==> src/rtl/twt_pkg.sv <==
package twt_pkg;

  localparam int unsigned ADDR_W = 6;

  localparam logic [ADDR_W-1:0] A_CNT_LO = 6'h10;
  localparam logic [ADDR_W-1:0] A_CNT_HI = 6'h14;
  localparam logic [ADDR_W-1:0] A_PRD_LO = 6'h18;
  localparam logic [ADDR_W-1:0] A_PRD_HI = 6'h1C;
  localparam logic [ADDR_W-1:0] A_CTRL   = 6'h20;
  localparam logic [ADDR_W-1:0] A_GCTRL  = 6'h24;
  localparam logic [ADDR_W-1:0] A_CMP    = 6'h28;

  // run-mode field of one half
  typedef enum logic [1:0] {
    RUN_OFF  = 2'b00,
    RUN_ONCE = 2'b01,
    RUN_LOOP = 2'b10,
    RUN_RSVD = 2'b11
  } run_mode_e;

  // global timer-mode value for two unchained halves
  localparam logic [1:0] TMODE_DUAL = 2'b01;

endpackage

==> src/rtl/twt_half.sv <==
module twt_half import twt_pkg::*; #(
  parameter int unsigned DW = 32
) (
  input  logic          clk,
  input  logic          rst_n,
  input  logic          gate_i,
  input  run_mode_e     mode_i,
  input  logic          cnt_we_i,
  input  logic          prd_we_i,
  input  logic [DW-1:0] wdata_i,
  output logic [DW-1:0] cnt_o,
  output logic [DW-1:0] prd_o,
  output logic          adv_o,
  output logic [DW-1:0] cnt_nxt_o,
  output logic          once_done_o,
  output logic          irq_o
);

  logic [DW-1:0] cnt_q, cnt_d, prd_q;
  logic          active, at_prd, cnt_en, irq_d, irq_q, adv;

  always_comb begin
    active = gate_i && ((mode_i == RUN_ONCE) || (mode_i == RUN_LOOP));
    at_prd = (cnt_q == prd_q);
    cnt_d  = cnt_q;
    irq_d  = 1'b0;
    adv    = 1'b0;
    if (cnt_we_i) begin
      cnt_d = wdata_i;
    end else if (active) begin
      if (at_prd) begin
        irq_d = 1'b1;
        if (mode_i == RUN_LOOP) begin
          cnt_d = '0;
          adv   = 1'b1;
        end
      end else begin
        cnt_d = cnt_q + 1'b1;
        adv   = 1'b1;
      end
    end
    cnt_en = cnt_we_i || active;
  end

  always_ff @(posedge clk or negedge rst_n) begin
    if (!rst_n) begin
      cnt_q <= '0;
      prd_q <= '0;
      irq_q <= 1'b0;
    end else begin
      if (cnt_en)   cnt_q <= cnt_d;
      if (prd_we_i) prd_q <= wdata_i;
      irq_q <= irq_d;
    end
  end

  assign cnt_o       = cnt_q;
  assign prd_o       = prd_q;
  assign adv_o       = adv;
  assign cnt_nxt_o   = cnt_d;
  assign once_done_o = irq_d && (mode_i == RUN_ONCE);
  assign irq_o       = irq_q;


  idle_hold_chk: assert property (@(posedge clk) disable iff (!rst_n)
    (!gate_i && !cnt_we_i) |=> $stable(cnt_o));


  irq_cause_chk: assert property (@(posedge clk) disable iff (!rst_n)
    irq_o |-> $past(gate_i && !cnt_we_i && (cnt_o == prd_o)));


  once_freeze_chk: assert property (@(posedge clk) disable iff (!rst_n)
    once_done_o |=> $stable(cnt_o));

endmodule

==> src/rtl/twt_cmp.sv <==
module twt_cmp #(
  parameter int unsigned DW = 32
) (
  input  logic          clk,
  input  logic          rst_n,
  input  logic          cmp_we_i,
  input  logic [DW-1:0] wdata_i,
  input  logic          adv_i,
  input  logic [DW-1:0] cnt_nxt_i,
  output logic [DW-1:0] cmp_o,
  output logic          irq_o
);

  logic [DW-1:0] cmp_q;
  logic          armed_q, irq_d, irq_q;

  always_comb begin
    irq_d = armed_q && adv_i && (cnt_nxt_i == cmp_q);
  end

  always_ff @(posedge clk or negedge rst_n) begin
    if (!rst_n) begin
      cmp_q   <= '0;
      armed_q <= 1'b0;
      irq_q   <= 1'b0;
    end else begin
      if (cmp_we_i) begin
        cmp_q   <= wdata_i;
        armed_q <= 1'b1;
      end
      irq_q <= irq_d;
    end
  end

  assign cmp_o = cmp_q;
  assign irq_o = irq_q;


  cmp_cause_chk: assert property (@(posedge clk) disable iff (!rst_n)
    irq_o |-> $past(armed_q && adv_i));

endmodule

==> src/rtl/twin_timer.sv <==
module twin_timer import twt_pkg::*; #(
  parameter int unsigned DW           = 32,
  parameter int unsigned LO_FIELD_LSB = 6,
  parameter int unsigned HI_FIELD_LSB = 22
) (
  input  logic              clk,
  input  logic              rst_n,
  input  logic              bus_we,
  input  logic [ADDR_W-1:0] bus_addr,
  input  logic [DW-1:0]     bus_wdata,
  output logic [DW-1:0]     bus_rdata,
  output logic              irq_lo,
  output logic              irq_hi,
  output logic              irq_cmp
);

  localparam int unsigned NH = 2;
  localparam int unsigned FLSB [NH] = '{LO_FIELD_LSB, HI_FIELD_LSB};

  // reset: asserted at once, released after two clocks
  logic [1:0] rs_q;
  logic       rst_ns;

  always_ff @(posedge clk or negedge rst_n) begin
    if (!rst_n) rs_q <= '0;
    else        rs_q <= {rs_q[0], 1'b1};
  end
  assign rst_ns = rs_q[1];

  logic [NH-1:0] cnt_we, prd_we, gate, done, irq, adv;
  logic          ctrl_we, gctrl_we, cmp_we;
  logic [NH-1:0] rel_q, rel_d;
  logic [1:0]    tmode_q, tmode_d;
  run_mode_e     mode_q [NH];
  run_mode_e     mode_d [NH];
  logic [DW-1:0] cnt [NH];
  logic [DW-1:0] prd [NH];
  logic [DW-1:0] nxt [NH];
  logic [DW-1:0] cmp_val;

  always_comb begin
    ctrl_we   = bus_we && (bus_addr == A_CTRL);
    gctrl_we  = bus_we && (bus_addr == A_GCTRL);
    cmp_we    = bus_we && (bus_addr == A_CMP);
    cnt_we[0] = bus_we && (bus_addr == A_CNT_LO);
    cnt_we[1] = bus_we && (bus_addr == A_CNT_HI);
    prd_we[0] = bus_we && (bus_addr == A_PRD_LO);
    prd_we[1] = bus_we && (bus_addr == A_PRD_HI);
    rel_d     = bus_wdata[NH-1:0];
    tmode_d   = bus_wdata[3:2];
    for (int i = 0; i < NH; i++) begin
      gate[i]   = rel_q[i] && (tmode_q == TMODE_DUAL);
      mode_d[i] = mode_q[i];
      if (ctrl_we)      mode_d[i] = run_mode_e'(bus_wdata[FLSB[i] +: 2]);
      else if (done[i]) mode_d[i] = RUN_OFF;
    end
  end

  always_ff @(posedge clk or negedge rst_ns) begin
    if (!rst_ns) begin
      rel_q   <= '0;
      tmode_q <= '0;
      for (int i = 0; i < NH; i++) mode_q[i] <= RUN_OFF;
    end else begin
      if (gctrl_we) begin
        rel_q   <= rel_d;
        tmode_q <= tmode_d;
      end
      for (int i = 0; i < NH; i++) begin
        if (ctrl_we || done[i]) mode_q[i] <= mode_d[i];
      end
    end
  end

  for (genvar g = 0; g < NH; g++) begin : g_half
    twt_half #(.DW(DW)) u_half (
      .clk         (clk),
      .rst_n       (rst_ns),
      .gate_i      (gate[g]),
      .mode_i      (mode_q[g]),
      .cnt_we_i    (cnt_we[g]),
      .prd_we_i    (prd_we[g]),
      .wdata_i     (bus_wdata),
      .cnt_o       (cnt[g]),
      .prd_o       (prd[g]),
      .adv_o       (adv[g]),
      .cnt_nxt_o   (nxt[g]),
      .once_done_o (done[g]),
      .irq_o       (irq[g])
    );
  end

  twt_cmp #(.DW(DW)) u_cmp (
    .clk       (clk),
    .rst_n     (rst_ns),
    .cmp_we_i  (cmp_we),
    .wdata_i   (bus_wdata),
    .adv_i     (adv[0]),
    .cnt_nxt_i (nxt[0]),
    .cmp_o     (cmp_val),
    .irq_o     (irq_cmp)
  );

  always_comb begin
    bus_rdata = '0;
    case (bus_addr)
      A_CNT_LO: bus_rdata = cnt[0];
      A_CNT_HI: bus_rdata = cnt[1];
      A_PRD_LO: bus_rdata = prd[0];
      A_PRD_HI: bus_rdata = prd[1];
      A_CMP:    bus_rdata = cmp_val;
      A_GCTRL:  bus_rdata[3:0] = {tmode_q, rel_q};
      A_CTRL: begin
        bus_rdata[LO_FIELD_LSB +: 2] = mode_q[0];
        bus_rdata[HI_FIELD_LSB +: 2] = mode_q[1];
      end
      default:  bus_rdata = '0;
    endcase
  end

  assign irq_lo = irq[0];
  assign irq_hi = irq[1];


  nondual_hold_chk: assert property (@(posedge clk) disable iff (!rst_ns)
    ((tmode_q != TMODE_DUAL) && (cnt_we == '0)) |=> ($stable(cnt[0]) && $stable(cnt[1])));


  once_clear_chk: assert property (@(posedge clk) disable iff (!rst_ns)
    (done[0] && !ctrl_we) |=> (mode_q[0] == RUN_OFF));


  hi_gate_chk: assert property (@(posedge clk) disable iff (!rst_ns)
    adv[1] |-> (rel_q[1] && (tmode_q == TMODE_DUAL)));

endmodule

==> config.mk <==
export PLATFORM = sky130hd
export DESIGN_NAME = twin_timer
export DESIGN_NICKNAME = d
export VERILOG_FILES = /design/src/rtl/twt_pkg.sv /design/src/rtl/twt_half.sv /design/src/rtl/twt_cmp.sv /design/src/rtl/twin_timer.sv
export SDC_FILE = /design/constraint.sdc
export NUM_CORES = 1
export LEC_CHECK = 0
export ABC_AREA = 1
export BUFFER_PORTS_ARGS = -buffer_cell sky130_fd_sc_hd__buf_2
export CAP_MARGIN = 20
export CORE_UTILIZATION = 56
export DETAILED_ROUTE_END_ITERATION = 16
export GPL_ROUTABILITY_DRIVEN = 1
export PLACE_DENSITY = 0.75
export SKIP_LAST_GASP = 1
export SYNTH_ARGS = -nofsm -noshare
export SYNTH_HDL_FRONTEND = slang
export SYNTH_SLANG_ARGS = --single-unit
==> constraint.sdc <==
create_clock -name clk -period 8.3 [get_ports clk]
set_input_delay 0.415 -clock clk [delete_from_list [all_inputs] [get_ports clk]]
set_output_delay 0.415 -clock clk [all_outputs]
set_load 0.02 [all_outputs]
==> results.cfg, run 1 <==
[outcome]
outcome = completed

[cts]
cts_tree = yes
cts_htree_levels = 4
clk_pin_slew_ns = 0.08
cts_made_buffers = 17
post-cts-setup-buffer-count = 0
root_buffer = clkbuf_16
clk_latency_ns = 0.44
cts_buffer_depth = 2
cts.sinks = 174

[grt]
grt_usage_pct = 40.0
grt-ovfl-total = 0
antenna_found_initial = 1
grt_pass1_wl_mm = 63.3
grt_max_degree = 77
grt_pass1_vias = 10549

[die]
dieArea_sq_um = 21200
core_area_sq_um = 20200
num_rows = 52
die_y_um = 146
die_x_um = 146
initial_utilization_pct = 57.2
io_pins = 76

[synth]
ys_types = 46
synth_edf_count = 0
yosys_warnings = 0
ys_seq_area_share_pct = 37.7
synthArstFlopShare_pct = 100
synthFlopType = dfrtp_1
syn-cell-area_sq_um = 11600
avgSynthCellArea_sq_um = 6.93
synthCells = 1670
syn_nets = 1717
ys_ff_latch = 174

[sta]
rsz0062_at_grt = false
max_clock_freq_mhz = 251
slew_viol_final = 0
max_slew_margin_pct = 26.2
tightest_slew_ns = 1.10
clock_skew_ns = 0.0144
fin_setup_tns_ns = 0
period_minus_slack_ns = 3.99
finalCritPeriodShare_pct = 48.1
setup_ws_ns = 4.31
final_hold_viol_count = 0
setup_violations = 0
hold_ws_ns = 0.233

[setup_path]
cp_cell_sequence = buf_2, nor2_1, nand2_1, nor3_2, inv_1, buf_4, nor2_2, inv_1, nand2_1, inv_1, o21ai_0, a21oi_1, o21ai_0, o21ai_1
crit_slowest_cell = nand2_1
path_common_cell = inv_1
critical_path_required_ns = 8.62
crit_fanout = 30
cp-start-kind = input port
cpPeakStageDelay_ns = 0.87
rrSetupSlack_ns = 4.77
crit_cells = 14
cp.arrival_ns = 4.31
cp.buffers_inverters = 5
reg2regPathDepth = 15
crit_type = in2reg
endpoint_kind = flip-flop
crit_family = simple AND/OR/NAND/NOR gates

[final_layout]
syn2layout_area_growth_pct = 8.87
postLayoutCoreUtil_pct = 62.2
drive_above_1_share_pct = 9.32
fill_cells = 1980
diodes = 0
nets = 1740

[placed_design]
dp_slack_ns = 3.96
gp_congestion = 0.983
hpwl_mm = 31.2
portBuffers = 75

[power_and_ir_drop]
p_leak_nw = 6.08
p_int_w = 0.00172
power.total_w = 0.00299
p_per_area_nw_per_um2 = 237
switching_power_w = 0.00127
pwr-share-clk_pct = 27.0
p_comb_share_pct = 32.3
switching_share_pct = 42.6
pwr-share-seq_pct = 40.7
vdd_drop_max_mv = 0.167

[route]
wl_per_cell_um = 21.2
drt_first_pass_iters = 5
vias_per_cell = 5.90
ant_nets = 0
vias = 11667
drc = 0
routed_wl_mm = 41.8
drtIter0Drc = 1290

[worst_hold_path]
hold_depth = 3
hp-class = in2reg

[flow_run]
drv_cap = 0
[final timing paths]
path | start | end
worst max-delay path | bus_addr[1] | g_half[1].u_half.cnt_o[30]
worst min-delay path | bus_wdata[0] | g_half[0].u_half.cnt_o[0]
worst max register to register | g_half[0].u_half.cnt_o[8] | u_cmp.irq_o
worst min register to register | rs_q[1] | g_half[1].u_half.cnt_o[6]
max in group asynchronous | rs_q[1] | u_cmp.cmp_o[19]
min in group asynchronous | rst_n | rs_q[1]
[cells by family (layout without fill, tap and decap cells)]
kind of cell,count (synthesis),after routing,share of synthesized area [%]
AOI/OAI and AO/OA,314,314,16.2
xor gates and xnor gates,69,69,5.23
adders and majority gates,6,6,0.649
buffers and inverters,333,369,11.6
DFF,174,174,37.7
other,1,1,0.0324
and+or+nand+nor,773,773,28.6
[worst min-delay path, cell delays in order]
cell and delay, ns:
buf_2 0.12, o21ai_2 0.07, inv_1 0.04
[metal layers]
| layer | vias to the layer above | global-route usage, % | share of wire [%] |
|---|---|---|---|
| li1 | 5504 | - | - |
| met1 | 5389 | 57.5 | 42 |
| met2 | 696 | 59.5 | 44 |
| met3 | 76 | 9.66 | 11 |
| met4 | 2 | 12.4 | 2.8 |
| met5 | - | 0 | 0.019 |
[power groups by stage]
stage	combinational (W)	clock, W	sequential (W)
2_1_floorplan	0.000764	0	0.00110
3_5_place_dp	0.000943	0	0.00122
3_3_place_gp	0.000930	0	0.00122
4_1_cts	0.000949	0.000808	0.00120
5_1_grt	0.00108	0.000842	0.00123
6_report	0.000965	0.000806	0.00122
[timing repair]
action	4_1_cts	5_1_grt
hold buffers	1	0
resized for setup	0	0
endpoints found under the hold margin	2	0
[layout by cell type, fill, tap and decap left out, drive strengths merged, types with 2 or more instances in the layout]
cell type and instances:
nand3b 8, o2111ai 3, a221oi 16, clkbuf 17
nand3 92, xor2 35, o221ai 25, nor3 23
o22ai 61, nand2 507, ha 6, dfrtp 174
a22oi 10, clkinv 12, o21ai 156, a21oi 33
nand4 37, buf 85, nor3b 2, o211ai 7
xnor2 34, nor2 93, nor4 10, inv 253
[final cells by class]
cell class	count	area, sq um	share of cell area [%]
clock inverters	15	145	1.15
repair buffers	86	500	3.97
well taps	270	338	2.68
flip-flops and latches	174	4360	34.6
inverters	251	942	7.48
clock buffers	17	425	3.38
multi-input cells	1163	5880	46.7
[cell usage after synthesis (9+ instances only)]
cell type    n  share of area [%]
o21ai_1     23                1.0
a22oi_1     10               0.65
buf_2       30                1.3
nand2_1    504                 16
xor2_1      35                2.7
a21oi_1     31                1.3
dfrtp_1    174                 38
nand3_1     90                3.9
inv_2       13               0.42
a221oi_1    16                1.2
inv_1      231                7.5
xnor2_1     34                2.6
nor3_1      20               0.87
nor2_1      82                2.7
nor2_2       9               0.49
clkbuf_1    40                1.3
o21ai_0    131                5.7
o221ai_1    25                1.9
o22ai_1     61                3.3
nand4_1     37                2.0
[flip-flops by register name (all words and copies together), names as in the netlist]
signal,count
g_half.u_half.cnt_o,64
g_half.u_half.irq_o,2
g_half.u_half.prd_o,64
mode_q,4
rel_q,2
rs_q,2
tmode_q,2
u_cmp.armed_q,1
u_cmp.cmp_o,32
u_cmp.irq_o,1
[per-stage QoR]
stage	instance area, sq um	std cells
5_1_grt	12600	1976
3_3_place_gp	12000	1941
2_1_floorplan	11600	1670
6_report	12600	1976
3_5_place_dp	12000	1941
4_1_cts	12500	1974
No activity file was read; power rests on OpenSTA's default activity.
==> inputs of run 2 (changes only) <==
==> constraint.sdc (replaced) <==
create_clock -name clk -period 3.75 [get_ports clk]
set_input_delay 0.1875 -clock clk [delete_from_list [all_inputs] [get_ports clk]]
set_output_delay 0.1875 -clock clk [all_outputs]
set_load 0.02 [all_outputs]
==> results.cfg, run 2 (synthesis results as in run 1) <==
[power_and_ir_drop]
p_comb_share_pct = 32.7
vdd_drop_max_mv = 0.358
switching_power_w = 0.00280
p_per_area_nw_per_um2 = 522
p_int_w = 0.00385
switching_share_pct = 42.1
p_leak_nw = 6.17
pwr-share-clk_pct = 27.4
pwr-share-seq_pct = 39.9

[worst_hold_path]
hp-class = in2reg

[cts]
clk_pin_slew_ns = 0.07
cts_tree = yes
cts_htree_levels = 4
root_buffer = clkbuf_16
cts.sinks = 174
cts_buffer_depth = 2
clk_latency_ns = 0.44
cts_made_buffers = 17

[setup_path]
cp-start-kind = flip-flop
path_common_cell = nand2_1
crit_type = reg2reg
endpoint_kind = flip-flop
rrSetupSlack_ns = 0.77
crit_fanout = 32
critical_path_required_ns = 4.12
crit_slowest_cell = dfrtp_1
cp_cell_sequence = inv_1, nand2_1, nand2_1, nand2_1, nor2_1, nand2_2, nor2_8, nand2_4, clkinv_1, o21ai_0, nand3_1, o211ai_1, nand2_1, nand2_1, nand2_1, nor2_1, nand2_1, nor2_1
cp.arrival_ns = 3.35
cpPeakStageDelay_ns = 0.53

[sta]
final_hold_viol_count = 0
period_minus_slack_ns = 2.98
clock_skew_ns = 0.0116
slew_viol_final = 0
setup_violations = 0
finalCritPeriodShare_pct = 79.4
fin_setup_tns_ns = 0
max_clock_freq_mhz = 336
tightest_slew_ns = 1.03
rsz0062_at_grt = false
max_slew_margin_pct = 31.0

[die]
io_pins = 76
num_rows = 52
dieArea_sq_um = 21200
die_y_um = 146
die_x_um = 146
core_area_sq_um = 20200
initial_utilization_pct = 57.2

[final_layout]
final_cell_mix = nand2_1 (501), inv_1 (231), dfrtp_1 (173)
nets = 1757
final_common_cell = nand2_1
syn2layout_area_growth_pct = 10.2
drive_above_1_share_pct = 10.2
final_cells = 1995
postLayoutCoreUtil_pct = 63.0

[route]
ant_nets = 0
vias = 12045
routed_wl_mm = 42.0
wl_per_cell_um = 21.1
drc = 0
drt_first_pass_iters = 5
drtIter0Drc = 1331
vias_per_cell = 6.04

[grt]
grt_max_degree = 80
grt_pass1_wl_mm = 65.1
grt-ovfl-total = 0
grt_pass1_vias = 11248
antenna_found_initial = 2
grt_usage_pct = 40.6

[placed_design]
post-place-cells = 1960
portBuffers = 75
hpwl_mm = 31.3
gp_congestion = 1.05

[flow_run]
drv_cap = 0

[outcome]
outcome = completed
## run 2: area by class of cell
cell class	instances	area [sq um]
fillers	1872	7490
multi-input cells	1163	5880
flip-flops and latches	174	4360
inverters	251	942
repair buffers	103	626
clock buffers	19	453
well taps	270	338
clock inverters	13	144
diodes	2	5.00
## run 2: worst max-delay path: cells and delay by family, from the launching register on
kind            cells  cell delay (ns)
buf+inv             2             0.53
flops               1             0.53
compound gates      2             0.33
simple gates       14             1.47
## run 2: worst paths after layout
check / start / endpoint / cells past startpoint
worst max-delay path: g_half[0].u_half.cnt_o[6] / u_cmp.irq_o / 18
worst min-delay path: bus_wdata[0] / g_half[0].u_half.cnt_o[0] / 3
worst max register to register: g_half[0].u_half.cnt_o[6] / u_cmp.irq_o / 18
worst min register to register: rs_q[0] / rs_q[1] / 0
max in group asynchronous: rs_q[1] / g_half[0].u_half.cnt_o[18] / 1
min in group asynchronous: rst_n / rs_q[1] / 2
## run 2: metal layers
metal  track usage [%]  vias up  share of wire (%)
met3              10.3      106                 11
li1                  -     5536                  -
met2              62.2      746                 45
met1              55.9     5655                 41
met4              13.8        2                3.3
met5                 0        -              0.029
## run 2: per-stage QoR
stage	setup slack (ns)	power, W	hold WS [ns]	cell area (sq um)
after floorplan	0.875	0.00413	-0.108	11600
after global placement	0.937	0.00474	-0.0279	12100
after detailed placement	0.926	0.00477	-0.0263	12100
after CTS	0.908	0.00659	0.0172	12700
after global routing	0.539	0.00701	0.0127	12700
final	0.772	0.00665	0.0168	12700
## run 2: what timing repair did
action,in CTS,in global routing
resized for setup,0,0
buffers inserted,0,0
hold endpoints to repair,2,0
hold buffers,1,0
setup endpoints to repair,0,0
## run 2: power by group through the flow
stage          registers, W  clock network [W]  logic (W)
5_1_grt             0.00269            0.00190    0.00242
6_report            0.00265            0.00182    0.00217
3_3_place_gp        0.00265                  0    0.00208
4_1_cts             0.00263            0.00183    0.00213
3_5_place_dp        0.00266                  0    0.00211
2_1_floorplan       0.00243                  0    0.00169
